`config.mk`:
```
export PLATFORM = sky130hd
export DESIGN_NAME = cmd_stream_writer
export DESIGN_NICKNAME = d
export VERILOG_FILES = /design/src/rtl/cmd_stream_writer.sv
export SDC_FILE = /design/constraint.sdc
export NUM_CORES = 1
export LEC_CHECK = 0
export ABC_AREA = 1
export BUFFER_PORTS_ARGS = -buffer_cell sky130_fd_sc_hd__buf_4
export CORE_MARGIN = 3
export CORE_UTILIZATION = 58
export CTS_CLUSTER_SIZE = 28
export DETAILED_ROUTE_END_ITERATION = 10
export PLACE_DENSITY = 0.91
export SLEW_MARGIN = 20
export SYNTH_ARGS = -nofsm -noshare
export SYNTH_HDL_FRONTEND = slang
export SYNTH_SLANG_ARGS = --single-unit
export TNS_END_PERCENT = 30
```
`constraint.sdc`:
```
create_clock -name clk -period 3.1 [get_ports clk]
set_clock_uncertainty 0.1 [all_clocks]
set_input_delay 0.155 -clock clk [delete_from_list [all_inputs] [get_ports clk]]
set_output_delay 0.155 -clock clk [all_outputs]
set_load 0.02 [all_outputs]
```
`src/rtl/cmd_stream_writer.sv`:
```
module cmd_stream_writer #(
  parameter int ADDR_W = 32,
  parameter logic [ADDR_W-1:0] BASE_ADDR = 32'h0010_0000,
  parameter logic [ADDR_W-1:0] DEST_STRIDE = 32'h0001_0000,
  parameter logic [31:0] SEL_WORD = 32'h180A_C060,
  parameter int MAX_WORDS = 16383
) (
  input  logic              clk,
  input  logic              rst_n,
  input  logic              in_valid,
  output logic              in_ready,
  input  logic [31:0]       in_word,
  output logic              wr_valid,
  input  logic              wr_ready,
  output logic [ADDR_W-1:0] wr_addr,
  output logic [31:0]       wr_data,
  output logic              err,
  output logic              done
);
  localparam int NDEST = 10;
  localparam int IDX_W = $clog2(NDEST);
  localparam int OFF_W = 20;
  localparam int CNT_W = 14;

  typedef enum logic [2:0] {S_HDR0, S_HDR1, S_PAY, S_ISSUE, S_HALT} st_t;
  typedef enum logic [2:0] {K_SEL, K_SGL, K_INC, K_FIX, K_TAB} kind_t;

  st_t               st;
  kind_t             kind;
  logic [NDEST-1:0]  sel, pend, low;
  logic              sel_ok, noinc;
  logic [OFF_W-1:0]  off, start;
  logic [CNT_W-1:0]  rem;
  logic [3:0]        wrap, wcnt;
  logic [31:0]       data;
  logic [IDX_W-1:0]  idx;

  wire take = in_valid && in_ready;
  wire [NDEST-1:0] in_map = {in_word[21:17], in_word[4:0]};
  wire mixed = (|in_map[4:0]) && (|in_map[9:5]);

  assign in_ready = (st != S_ISSUE);
  assign wr_valid = (st == S_ISSUE) && (pend != '0);
  assign wr_data  = data;
  assign wr_addr  = BASE_ADDR + ADDR_W'(idx) * DEST_STRIDE + ADDR_W'(off);

  always_comb begin
    idx = '0;
    low = '0;
    for (int i = NDEST - 1; i >= 0; i--)
      if (pend[i]) begin
        idx = IDX_W'(i);
        low = '0;
        low[i] = 1'b1;
      end
  end

  always_ff @(posedge clk) begin
    if (!rst_n) begin
      st <= S_HDR0; kind <= K_SEL; sel <= '0; sel_ok <= 1'b0; pend <= '0;
      noinc <= 1'b0; off <= '0; start <= '0; rem <= '0; wrap <= '0;
      wcnt <= '0; data <= '0; err <= 1'b0; done <= 1'b0;
    end else begin
      done <= 1'b0;
      case (st)
        S_HDR0: if (take) begin
          off   <= in_word[OFF_W-1:0];
          start <= in_word[OFF_W-1:0];
          st    <= S_HDR1;
          if (in_word == SEL_WORD) kind <= K_SEL;
          else begin
            case (in_word[30:27])
              4'b0010: kind <= K_SGL;
              4'b1000: kind <= K_INC;
              4'b0110: kind <= K_FIX;
              4'b1010: kind <= K_TAB;
              default: begin err <= 1'b1; st <= S_HALT; end
            endcase
            if (!sel_ok || in_word[1:0] != 2'b00) begin
              err <= 1'b1; st <= S_HALT;
            end
          end
        end
        S_HDR1: if (take) begin
          wcnt <= '0;
          st   <= S_HDR0;
          case (kind)
            K_SEL: begin
              if (in_word == '0) begin
                done <= 1'b1; sel_ok <= 1'b0; sel <= '0;
              end else if (in_map == '0 || mixed) begin
                err <= 1'b1; st <= S_HALT;
              end else begin
                sel <= in_map; sel_ok <= 1'b1;
              end
            end
            K_SGL: begin
              data <= in_word; pend <= sel; rem <= '0; st <= S_ISSUE;
            end
            K_INC, K_FIX: begin
              noinc <= (kind == K_FIX);
              wrap  <= '0;
              rem   <= in_word[CNT_W-1:0];
              if (in_word > 32'(MAX_WORDS)) begin
                err <= 1'b1; st <= S_HALT;
              end else if (in_word != '0) st <= S_PAY;
            end
            default: begin
              noinc <= in_word[31];
              wrap  <= in_word[19:16];
              rem   <= in_word[CNT_W-1:0];
              if (in_word[19:16] < 4'd2) begin
                err <= 1'b1; st <= S_HALT;
              end else if (in_word[CNT_W-1:0] != '0) st <= S_PAY;
            end
          endcase
        end
        S_PAY: if (take) begin
          data <= in_word;
          pend <= sel;
          rem  <= rem - 1'b1;
          st   <= S_ISSUE;
        end
        S_ISSUE: if (wr_ready) begin
          pend <= pend & ~low;
          if (pend == low) begin
            st <= (rem != '0) ? S_PAY : S_HDR0;
            if (!noinc) begin
              if (wrap != '0 && wcnt + 4'd1 == wrap) begin
                off <= start; wcnt <= '0;
              end else begin
                off <= off + OFF_W'(4); wcnt <= wcnt + 4'd1;
              end
            end
          end
        end
        default: st <= S_HALT;
      endcase
    end
  end

  p_hold_r11: assert property (@(posedge clk) disable iff (!rst_n)
    wr_valid && !wr_ready |=> wr_valid && $stable(wr_addr) && $stable(wr_data));
  p_no_take_r11: assert property (@(posedge clk) disable iff (!rst_n)
    wr_valid |-> !in_ready);
  p_quiet_r9: assert property (@(posedge clk) disable iff (!rst_n)
    err |-> !wr_valid && in_ready);
  p_sticky_r9: assert property (@(posedge clk) disable iff (!rst_n)
    err |=> err);
  p_pulse_r10: assert property (@(posedge clk) disable iff (!rst_n)
    done |=> !done);
  p_align_r3: assert property (@(posedge clk) disable iff (!rst_n)
    wr_valid |-> wr_addr[1:0] == 2'b00);
endmodule

```
; Yosys cells after proc, flatten, opt, wreduce, memory -nomap -nowiden
; Index checks and enable logic that the tools add are counted.
; Widths: inputs -> output; s select.
[totals]
register_bits = 124
latch_bits = 0
ram_bits = 0
rom_bits = 0
input_bits = 36
out_inout_bits = 68
mem_count = 0
[classes]
add_sub_neg = 5
n_mul = 0
n_div = 0
n_lt_le_gt_ge = 2
n_eq_ne = 30
shift = 0
muxes = 82
bitwise = 3
n_reduce_logical = 40
[op_table]
columns = cell, n
row1 = $mux 10, 16
row2 = $mux 20, 5
row3 = $mux 32, 3
row4 = $pmux 32 s2, 1
row5 = $mux 4, 15
row6 = $pmux 14 s2, 2
row7 = $pmux 20 s2, 1
row8 = $mux 3, 13
row9 = $eq 32x29->1 const B, 1
row10 = $gt 32x14->1 const B, 1
row11 = $logic_not 32->1, 1
row12 = $reduce_bool 32->1, 1
row13 = $pmux 10 s3, 1
row14 = $mux 14, 2
row15 = $reduce_bool 14->1, 2
row16 = $pmux 3 s4, 2
row17 = $add 22x20->23, 1
row18 = $add 21x20->22 const A, 1
row19 = $add 20x3->20 const B, 1
row20 = $ne 2x2->1 const B, 10
row21 = $reduce_and 5->1, 4
row22 = $pmux 4 s2, 2
row23 = $reduce_and 4->1, 4
row24 = $sub 14x1->14 const B, 1
row25 = other kinds (37), 71

; Depth between registers and ports, before layout
[logic_depth]
depth_word = 14
depth_mapped = 13
mapped_depth_nobuf = 13

; Worst setup path after synthesis
; Ideal clock, no wire load.
[synth_path]
kind = register to register
startpoint = register pend[0]
endpoint = register off[2]
setup_time_ns = 0.122
arrival_ns = 2.091
t_required_ns = 2.878
setup_slack_ns = 0.787
stages_incl_launch_ff = 12
n_path_buf = 1
synth_period_minus_slack_ns = 2.313
cell_sequence = dfxtp_1 > nor2_1 > nand2_1 > nor2_1 > nand3_1 > ha_1 > nand2_1 > o31ai_2 > nand3_2 > buf_6 > a21oi_1 > a21oi_1
[synth_via]
elab_chain_cells = 4
[synth_rtl]
columns = item, line_no
row1 = "start, declared", 30  ; logic [NDEST-1:0] sel, pend, low;
row2 = "start signal, assigned", 120  ; pend <= sel;
row3 = "start signal, assigned", 125  ; pend <= pend & ~low;
row4 = $mux 10, 51  ; if (pend[i]) begin
row5 = $eq 10x10->1 *, 126  ; if (pend == low) begin
row6 = $ne 2x1->1 (no line) *, --
row7 = $reduce_and 5->1 (no line) *, --
row8 = "end signal, assigned", 67  ; off <= in_word[OFF_W-1:0];
row9 = "end signal, assigned", 132  ; off <= off + OFF_W'(4); wcnt <= wcnt + 4'd1;
row10 = "end, declared", 32  ; logic [OFF_W-1:0] off, start;
; Mark *: on every way between the ends. The rest lies on a longest branch, timed or not.
; A chain may end at the register's enable or synchronous reset.

; Final worst setup path
[layout_path]
startpoint = register pend[0]
endpoint = register wcnt[3]
[layout_via]
elab_chain_cells = 4
[layout_rtl]
columns = item, line_no
row1 = $mux 10, 51
row2 = $eq 10x10->1 *, 126
row3 = $ne 2x1->1 (no line) *, --
row4 = $reduce_and 5->1 (no line) *, --
row5 = "end signal, assigned", 132
row6 = "end, declared", 34  ; logic [3:0] wrap, wcnt;
; Marked as above.

==> flow_metrics.tcl <==
set metrics [dict create \
    clkLatencyLatePin_ps 430 \
    dieArea_mm2 0.01378 \
    maxSlewViolCount 0 \
    endpoint_kind "register" \
    drc_errors 0 \
    vias_per_cell 5.679 \
    place_inst 1289 \
    path_cells "nor2_1, nand2_1, nor2_1, nand3_1, ha_1, nand2_1, o31ai_4, nand2_1, nor2_1, nand2_1, a21oi_1" \
    setup_slack_ps 371.5 \
    drt-initial-drc-count 948 \
    final_cell_mix "241 x nand2_1, 128 x nor2_1, 124 x dfxtp_1" \
    max_stage_delay_ps 390 \
    hold_viol 0 \
    grt_start_max_net_pins 70 \
    critical_path_class "register to register" \
    die_width_um 117.4 \
    root_buffer "clkbuf_16" \
    power.density_mw_per_mm2 490.4 \
    io_pins 104 \
    crit_top_cell "nand2_1" \
    dp_hpwl_mm 13.48 \
    final_common_cell "nand2_1" \
    h-tree-depth 4 \
    drt-pass1-iter-count 5 \
    die_h_um 117.4 \
    status "finished clean" \
    final_area_mm2 0.008728 \
    utilization 0.7237 \
    slowest_stage "o31ai_4" \
    final_antenna_net_count 0 \
    clk_pin_slew_worst_paths_ps 60 \
    peakVddDrop_uv 347.7 \
    rsz0062_at_grt "no" \
    start_util 0.5966 \
    cts_buffer_depth 2 \
    min_path_type "input port to register" \
    fin_crit_sh 0.8802 \
    p_leak_nw 3.822 \
    grt_pass1_wl_mm 34.27 \
    switching_share 0.2474 \
    ys_types 45 \
    stdcell_count 1353 \
    place.gp.congestion 0.9658 \
    area_growth_pct 21.30 \
    drive_gt1_frac 0.1595 \
    cp-start-kind "register" \
    post-route-min-period_ps 2728 \
    rows 40 \
    synth_edf_count 0 \
    synthArstFlopShare 0 \
    cts_tree "yes" \
    synth_cells 1076 \
    p_int_mw 3.222 \
    grtUsageTotal 0.3023 \
    worstPathMaxFanout 5 \
    port_buffers 93 \
    required_ps 3340 \
    tightest_slew_ps 857.9 \
    pwr-share-comb 0.110 \
    grt.overflow.total 0 \
    antenna_found_initial 0 \
    cp.arrival_ps 2970 \
    power_switching_mw 1.059 \
    dr_total_vias 7684 \
    fmax_mhz 366.5 \
    cts.sinks 124 \
    pre_cts_slack_ps 329.5 \
    wirelength_mm 21.22 \
    avgSynthCellArea_um2 6.687 \
    wire_per_inst_um 15.68 \
    drv_cap 0 \
    slew_headroom 0.4272 \
    coreArea_mm2 0.01206 \
    yosys_most_used_dff "dfxtp_1" \
    ys_seq_elements 124 \
    power_frac_seq 0.394 \
    yosys_warnings 0 \
    netlist_area_mm2 0.007196 \
    fin_setup_tns_ps 0 \
    place_area_mm2 0.007779 \
    grt_pass1_vias 7107 \
    antennaDiodeCount 0 \
    ys_seq_area_frac 0.3450 \
    pwr-share-clk 0.495 \
    cts_buffers 17 \
    nNetsFinal 1224 \
    setup_viol 0 \
]
-- path summary, 6_finish.rpt --
kind	slack (ps)	end	from	cells past startpoint
setup reg to reg	370	wcnt[3]$_SDFFE_PN0P_	pend[0]$_SDFFE_PN0P_	11
setup / recovery	370	wcnt[3]$_SDFFE_PN0P_	pend[0]$_SDFFE_PN0P_	11
hold reg to reg	350	start[18]$_SDFFE_PN0P_	start[18]$_SDFFE_PN0P_	2
hold / removal	150	pend[0]$_SDFFE_PN0P_	wr_ready	6
-- flip-flops by register name, indices dropped and copies added, names as in the netlist, 4 cells and up --
register and count:
sel 10, rem 14, off 20, start 20, wrap 4, pend 10, wcnt 4, wr_data 32
-- cells in the mapped netlist, types with 16 or more instances --
cell type	count	area [µm²]
nand2_1	241	904.6
nor2_1	128	480.5
dfxtp_1	124	2482
inv_1	105	394.1
a21oi_1	104	520.5
o21ai_0	78	390.4
nand3_1	46	230.2
buf_4	30	225.2
nor3_1	19	95.09
clkbuf_1	18	67.56
nand4_1	17	106.4
o21ai_1	16	80.08
xor2_1	16	140.1
-- kinds of logic (layout without fill, tap and decap cells) --
group,count (synthesis),after routing,share of synthesized area
compound gates,239,239,0.1805
xor+xnor,21,21,0.02556
fa+ha+maj,16,16,0.02886
buf+inv,185,285,0.1231
flops,124,124,0.3450
other cells,1,10,0.0005211
simple gates,490,490,0.2965
-- layout make-up --
cell class	count	area, µm²
clock buffers	25	485.5
clock inverters	7	135.1
fillers	910	3333
inverters	117	444.2
multi-input cells	776	3870
flip-flops and latches	124	2482
well taps	168	210.2
repair buffers	136	1101
-- routing by layer --
layer	vias to the layer above	part of all wire	global-route usage
met3	66	0.10	0.07088
li1	3665	-	-
met2	454	0.46	0.4957
met5	-	0	0
met4	0	0.039	0.1620
met1	3499	0.40	0.3686
-- power by group through the flow --
| stage | Sequential [mW] | Clock, mW | Combinational [mW] |
|---|---|---|---|
| global route | 1.69 | 2.18 | 0.518 |
| CTS | 1.68 | 2.11 | 0.460 |
| finish | 1.69 | 2.12 | 0.473 |
| global placement | 1.72 | 0 | 0.413 |
| floorplan | 1.71 | 0 | 0.306 |
| detailed placement | 1.72 | 0 | 0.421 |
-- through the flow --
stage          total power, mW  hold slack, ps
2_1_floorplan            2.013           183.6
3_3_place_gp             2.129           287.5
3_5_place_dp             2.139           292.8
4_1_cts                  4.258           141.4
5_1_grt                  4.392           197.8
6_report                 4.281           152.1
-- worst max-delay path: cells and delay by family (launching register included) --
| family | cells | cell delay, ps |
|---|---|---|
| and+or+nand+nor | 8 | 1360 |
| adders and majority gates | 1 | 310 |
| AOI/OAI and AO/OA | 2 | 530 |
| DFF | 1 | 340 |
-- timing repair --
action / CTS / global route
setup buffers: 0 / 0
resized for setup: 0 / 1
hold buffers: 32 / 0
hold endpoints to repair: 60 / 0
endpoints found under the setup margin: 0 / 3
Note: power is estimated with default switching activity, not from simulation.
